`src/rtl/swl_pkg.sv`:
```
// Package: shared constants for the swallow counter.
// Assumes: nothing beyond standard SystemVerilog.
package swl_pkg;
    // Default width of the swallow count and programmed value.
    localparam int unsigned SWL_CNT_W = 6;
endpackage

```
`src/rtl/swl_match.sv`:
```
// Module: swl_match
// Compares the running count with the programmed value one bit at a time,
// then reduces the per-bit equality flags into a single all-equal flag.
// Assumes: purely combinational; both operands are W bits wide.
module swl_match #(
    parameter int unsigned W = swl_pkg::SWL_CNT_W
) (
    input  logic [W-1:0] cnt,
    input  logic [W-1:0] target,
    output logic         hit
);
    logic [W-1:0] bit_eq;

    // One equality cell per bit position.
    for (genvar i = 0; i < W; i++) begin : g_bit
        assign bit_eq[i] = ~(cnt[i] ^ target[i]);
    end

    // All-equal detector.
    assign hit = &bit_eq;
endmodule

```
`src/rtl/swl_count_reg.sv`:
```
// Module: swl_count_reg
// Holds the swallow count. Each event is ANDed with the inverse of the halt
// flag, so the count freezes while halted. A clear has priority over an event.
// Assumes: synchronous active-low reset; clr and step_en are one-cycle pulses
// synchronous to clk.
module swl_count_reg #(
    parameter int unsigned W = swl_pkg::SWL_CNT_W
) (
    input  logic         clk,
    input  logic         rst_n,
    input  logic         step_en,
    input  logic         clr,
    input  logic         halt,
    output logic [W-1:0] cnt
);
    logic adv;

    // Masked count input: no advance while halted.
    assign adv = step_en & ~halt;

    // Count register: reset, then clear, then masked increment.
    always_ff @(posedge clk) begin
        if (!rst_n)
            cnt <= '0;
        else if (clr)
            cnt <= '0;
        else if (adv)
            cnt <= cnt + 1'b1;
    end

    // an unmasked event advances the count by one.
    assert_step_R2: assert property (@(posedge clk) disable iff (!rst_n)
        (step_en && !halt && !clr) |=> (cnt == W'($past(cnt) + 1'b1)));

    // with no event and no clear, the count holds.
    assert_idle_R2: assert property (@(posedge clk) disable iff (!rst_n)
        (!step_en && !clr) |=> $stable(cnt));

    // while halted, the count is frozen.
    assert_hold_R4: assert property (@(posedge clk) disable iff (!rst_n)
        (halt && !clr) |=> $stable(cnt));

    // a clear empties the count.
    assert_clear_R5: assert property (@(posedge clk) disable iff (!rst_n)
        clr |=> (cnt == '0));

    // a clear beats a simultaneous event.
    assert_prio_R7: assert property (@(posedge clk) disable iff (!rst_n)
        (clr && step_en) |=> (cnt == '0));
endmodule

```
`src/rtl/swallow_ctr.sv`:
```
// Module: swallow_ctr
// Swallow counter of a pulse-swallow divider. It counts slow events and
// raises mod_ctl when the count equals swallow_val, then freezes until
// prog_rst arrives from the program counter.
// Assumes: swallow_val is stable within an output period; slow_tick and
// prog_rst are single-cycle pulses on clk.
module swallow_ctr #(
    parameter int unsigned CNT_W = swl_pkg::SWL_CNT_W
) (
    input  logic             clk,
    input  logic             rst_n,
    input  logic             slow_tick,
    input  logic             prog_rst,
    input  logic [CNT_W-1:0] swallow_val,
    output logic             mod_ctl
);
    logic [CNT_W-1:0] count_q;
    logic             match;

    // Count storage with self-masking input.
    swl_count_reg #(.W(CNT_W)) u_cnt (
        .clk     (clk),
        .rst_n   (rst_n),
        .step_en (slow_tick),
        .clr     (prog_rst),
        .halt    (match),
        .cnt     (count_q)
    );

    // Per-bit compare with the programmed value.
    swl_match #(.W(CNT_W)) u_match (
        .cnt    (count_q),
        .target (swallow_val),
        .hit    (match)
    );

    // Modulus control follows the match flag.
    assign mod_ctl = match;

    // after a clear, mod_ctl reflects whether the swallow value is zero.
    assert_zero_R6: assert property (@(posedge clk) disable iff (!rst_n)
        prog_rst |=> (mod_ctl == (swallow_val == '0)));

    // with a steady target, mod_ctl only falls through a clear.
    assert_sticky_R5: assert property (@(posedge clk) disable iff (!rst_n)
        (mod_ctl && !prog_rst) |=> (mod_ctl || !$stable(swallow_val)));
endmodule

```
`config.mk`:
```
export PLATFORM = sky130hd
export DESIGN_NAME = swallow_ctr
export DESIGN_NICKNAME = d
export VERILOG_FILES = /design/src/rtl/swl_pkg.sv /design/src/rtl/swl_match.sv /design/src/rtl/swl_count_reg.sv /design/src/rtl/swallow_ctr.sv
export SDC_FILE = /design/constraint.sdc
export NUM_CORES = 1
export LEC_CHECK = 0
export CAP_MARGIN = 0
export CORE_AREA = 2 2 39 41
export CTS_CLUSTER_DIAMETER = 50
export DETAILED_ROUTE_END_ITERATION = 12
export DIE_AREA = 0 0 41 43
export DONT_BUFFER_PORTS = 1
export GPL_ROUTABILITY_DRIVEN = 0
export GPL_TIMING_DRIVEN = 0
export SETUP_SLACK_MARGIN = 0.4
export SYNTH_ARGS = -nofsm -noshare
export SYNTH_HDL_FRONTEND = slang
export SYNTH_SLANG_ARGS = --single-unit
```
`constraint.sdc`:
```
create_clock -name clk -period 2.3 [get_ports clk]
set_clock_uncertainty 0.2 [all_clocks]
set_input_delay 0.345 -clock clk [delete_from_list [all_inputs] [get_ports clk]]
set_output_delay 0.345 -clock clk [all_outputs]
set_load 0.005 [all_outputs]
```
# --- Word-level counts from Yosys, hierarchy flattened ---
# Index checks and enable logic that the tools add are counted.
classes:
  n_reduce_logical: 2
  div: 0
  shifts: 0
  order_cmp: 0
  n_mux: 0
  n_eq_ne: 0
  n_bitwise: 15
  addsub: 1
  multipliers: 0
ops:
  columns: ["operator", "count"]
  rows:
  - ["$not A1 Y1", 8]
  - ["$add A6 B1 Y6 const B", 1]
  - ["$reduce_and A6 Y1", 1]
  - ["$xor A1 B1 Y1", 6]
  - ["$reduce_or A2 Y1", 1]
  - ["$and A1 B1 Y1", 1]
word_totals:
  mem_count: 0
  romBits: 0
  latch_bits: 0
  ram_bits: 0
  word_cells: 19
  ff_bits: 6

# --- Logic depth before layout (Yosys ltp) ---
depth:
  ltp_word: 5
  ltp_mapped: 5
  mapped_depth_nobuf: 5

# --- By module ---
# From an unflattened synthesis, not the netlist that was laid out.
hier_totals:
  hier_cells: 37
  area_unflattened_um2: 332.8
modules_own_cells:
  columns: ["module", "seq_area_each_um2", "instances", "cells_per_inst", "area_per_inst_um2"]
  rows:
  - ["swl_count_reg", 120.1, 1, 29, 264.0]
  - ["swl_match", 0.0, 1, 8, 68.8]

# --- Least setup slack after synthesis ---
# No wires, ideal clock.
synth_timing:
  path_type: "register to register"
  startpoint: "register u_cnt.cnt[1]"
  endpoint: "register u_cnt.cnt[3]"
  path_buffers: 0
  stages_incl_launch_ff: 6
  slack_ps: 692
  synth_period_minus_slack_ps: 1608
  t_required_ps: 1978
  arrival_time_ps: 1287
  path_cell_list: "dfxtp_1 xnor2_1 nand2_1 o41ai_4 or3_1 a21oi_1"
synth_via:
  elab_chain_len: 5
  word_cells_on_any_way: 6
  cone_classes: "add/sub: 1; bitwise: 4; reduce/logical: 1"
synth_lines:
  columns: ["item", "line_no", "text"]
  rows:
  - ["start, declared", "swl_count_reg.sv:14", "output logic [W-1:0] cnt"]
  - ["start signal, assigned", "swl_count_reg.sv:28", "cnt <= cnt + 1'b1;"]
  - ["branches (longest 5 deep; another with $add A6 B1 Y6)", null, null]
# Parallel ways; which one is timed is not known.
# A chain may end at the register's enable or synchronous reset.

# --- Final worst setup path ---
layout_timing:
  startpoint: "register u_cnt.cnt[2]"
  endpoint: "output mod_ctl"
layout_via:
  elab_chain_len: 3
layout_lines:
  columns: ["item", "line_no", "text"]
  rows:
  - ["$xor A1 B1 Y1", "swl_match.sv:16", "assign bit_eq[i] = ~(cnt[i] ^ target[i]);"]
  - ["$not A1 Y1", "swl_match.sv:16", null]
  - ["$reduce_and A6 Y1", "swl_match.sv:20", "assign hit = &bit_eq;"]
  - ["end, declared", "swallow_ctr.sv:15", "output logic mod_ctl"]
# No other way between the ends.

==> reports/metrics.csv <==
stage;metric;value;unit
finish;num_antenna_cells;0;
clocking;post_cts_buffers;0;
clocking;cts_tree;built;
yosys;synthCells;41;
timing;min_period;1.83;ns
worst_setup_path;required;1.75;ns
timing;rsz0062_at_grt;false;
routing;dr_total_vias;327;
floorplan;die_h;43;um
routing;viasPerCell;5.45;
worst_setup_path;slowest_delay;0.41;ns
global_routing;grt_overflow_total;0;
yosys;syn_area_per_cell;9.22;um2
yosys;synth_xor_area_share;18.2;%
floorplan;fp.coreArea;0.00138;mm2
global_routing;grt_usage;10.8;%
timing;fin_crit_sh;79.6;%
timing;max_freq;546;MHz
yosys;yosysSeqAreaShare;31.8;%
floorplan;initial_core_util;27.3;%
min_path;hp-class;input port to flop;
yosys;synth_largest_area_cell;dfxtp_1;
finish;largest_reg_flops;6;
yosys;synth_fp_nets;52;
yosys;ys_async_sr_fraction;0;%
yosys;synth_edf_count;0;
yosys;netlist_area;378;um2
routing;first_pass_iters;2;
worst_setup_path;slowest_stage;nor4_4;
routing;drt_iter0_markers;3;
routing;antenna_left;0;
floorplan;die_w;41;um
worst_setup_path;critical_path.top_delay_family;simple AND/OR/NAND/NOR gates;
clocking;clk_pin_slew_worst_paths;0.05;ns
yosys;synth_common_cells;nand2_1, dfxtp_1, xnor2_1;
routing;wl_per_cell;13.4;um
placement;io_buffers;0;
timing;relSlewSlack;70.9;%
power_and_ir_drop;p_leak;0.180;nW
worst_setup_path;path_cells;xnor2_2 > nand2_2 > nor4_4;
finish;fin_nets;57;
run_status;status;complete, no violations;
clocking;cts_buffer_depth;2;
worst_setup_path;cp-start-kind;flop;
worst_setup_path;endpoint_kind;primary output;
min_path;hold-path-endpoint;u_cnt.cnt[1];
global_routing;antenna_found_initial;0;
global_routing;grt_max_degree;8;
floorplan;dieArea;0.00176;mm2
yosys;synthMuxAreaShare;0;%
yosys;synth_top_family_by_area;simple AND/OR/NAND/NOR gates;
worst_setup_path;cp.arrival;1.29;ns
clocking;cts_buffers;3;
min_path;holdCritStartpoint;slow_tick;
clocking;cts_root_buffer;clkbuf_4;
clocking;htreeDepth;1;
clocking;clk_latency;0.25;ns
finish;drive_gt1_share;34.1;%
worst_setup_path;crit_type;flop to primary output;
global_routing;grt_pass1_wl;1180;um
yosys;synth_top_area_share;31.8;%
worst_setup_path;r2r_cells;5;
yosys;synth_adder_area_share;3.31;%
yosys;yosysWarnings;0;
yosys;synthSimpleGateAreaFrac;29.5;%
clocking;clock_sinks;6;
yosys;yosysMostFrequentCell;nand2_1;
power_and_ir_drop;power_density;506;mW/mm2
yosys;synth_ff_type;dfxtp_1;
yosys;yosys_register_bits;6;
finish;top_regs;u_cnt.cnt (6);
min_path;min_path_cells;2;
timing;finalHoldViolCount;0;
yosys;synth_cell_types;19;
yosys;synth_compound_area_share;17.2;%
routing;wl;803;um
run;cap_viol_max_count;0;
worst_setup_path;r2r_end;u_cnt.cnt[3];
worst_setup_path;crit_fanout;5;
floorplan;ios;11;
timing;finalSetupViolations;0;
finish;top_register;u_cnt.cnt;
timing;drv_slew;0;
placement;dp_hpwl;583;um
worst_setup_path;crit_buf_inv;0;
finish;syn_to_final_growth;23.8;%
worst_setup_path;r2r_setup_slack;0.58;ns
floorplan;rows;14;
timing;tns;0;ns
power_and_ir_drop;ir_drop;0.174;mV
finish;n_fill_cell;147;
timing;worstMarginPinSlew;0.435;ns
routing;drcViolationCount;0;
worst_setup_path;r2r-start;u_cnt.cnt[2];
global_routing;grt_pass1_vias;322;
clocking;holdBufCountCts;0;
timing;finalHoldWorstSlack;0.0854;ns
yosys;synth_area_leaders;dfxtp_1, xnor2_1, o41ai_4;
stage by stage:
step	setup slack, ns	utilization (%)	cell area [um2]	cells	total power, W
after floorplan	0.692	-	378	41	0.000128
after global placement	0.555	28.8	398	57	0.000131
after detailed placement	0.527	28.8	398	57	0.000131
after CTS	0.401	31.1	430	60	0.000234
after global routing	0.396	33.8	468	60	0.000253
final	0.469	33.8	468	60	0.000237
cell type report:
| type | count | area, um2 | share of cell area (%) |
|---|---|---|---|
| multi-input cells | 35 | 302 | 64.4 |
| flip-flops and latches | 6 | 124 | 26.5 |
| clock buffers | 3 | 22.5 | 4.81 |
| well taps | 16 | 20.0 | 4.28 |
how the worst max path moves through the flow:
stage	start	to	slack [ns]	cells after the start
global route	u_cnt.cnt[5]	mod_ctl	0.40	3
CTS	u_cnt.cnt[1]	mod_ctl	0.40	3
global placement	u_cnt.cnt[0]	u_cnt.cnt[3]	0.55	5
detailed placement	u_cnt.cnt[0]	u_cnt.cnt[2]	0.53	5
finish	u_cnt.cnt[2]	mod_ctl	0.47	3
floorplan	u_cnt.cnt[1]	u_cnt.cnt[3]	0.69	5
cells in the final DEF, fill, tap and decap left out, types with 2 or more instances in the layout:
cell type | Yosys | routed
nand2_1 | 7 | 5
xnor2_2 | 0 | 4
o211ai_1 | 3 | 3
or4_1 | 3 | 3
nand3_1 | 3 | 3
clkbuf_4 | 0 | 3
dfxtp_2 | 0 | 3
dfxtp_1 | 6 | 3
nand2_2 | 0 | 2
xor2_1 | 2 | 2
o21ai_0 | 2 | 2
where the power goes:
part           switching [W]  internal (W)
clock              0.0000413     0.0000593
combinational      0.0000147     0.0000129
sequential        0.00000252      0.000106
kinds of logic (layout without fill, tap and decap cells):
| logic type | count (synthesis) | after routing |
|---|---|---|
| and+or+nand+nor | 20 | 20 |
| adders and majority gates | 1 | 1 |
| buffers and inverters | 0 | 3 |
| DFF | 6 | 6 |
| xor gates and xnor gates | 7 | 7 |
| AOI/OAI and AO/OA | 7 | 7 |
per-layer routing:
layer / routed length [um] / vias up / track usage, % / part of all wire [%]
met5: 0 / - / 0 / 0
li1: - / 160 / - / -
met3: 58 / 5 / 3.66 / 7.2
met2: 405 / 13 / 15.9 / 50
met1: 306 / 149 / 10.0 / 38
met4: 32 / 0 / 12.0 / 4.0
timing repair:
item	CTS	global route
hold endpoints to repair	0	0
resized for setup	2	8
pin swaps	1	3
setup endpoints to repair	1	3
Note: power is estimated with default switching activity, not from simulation.
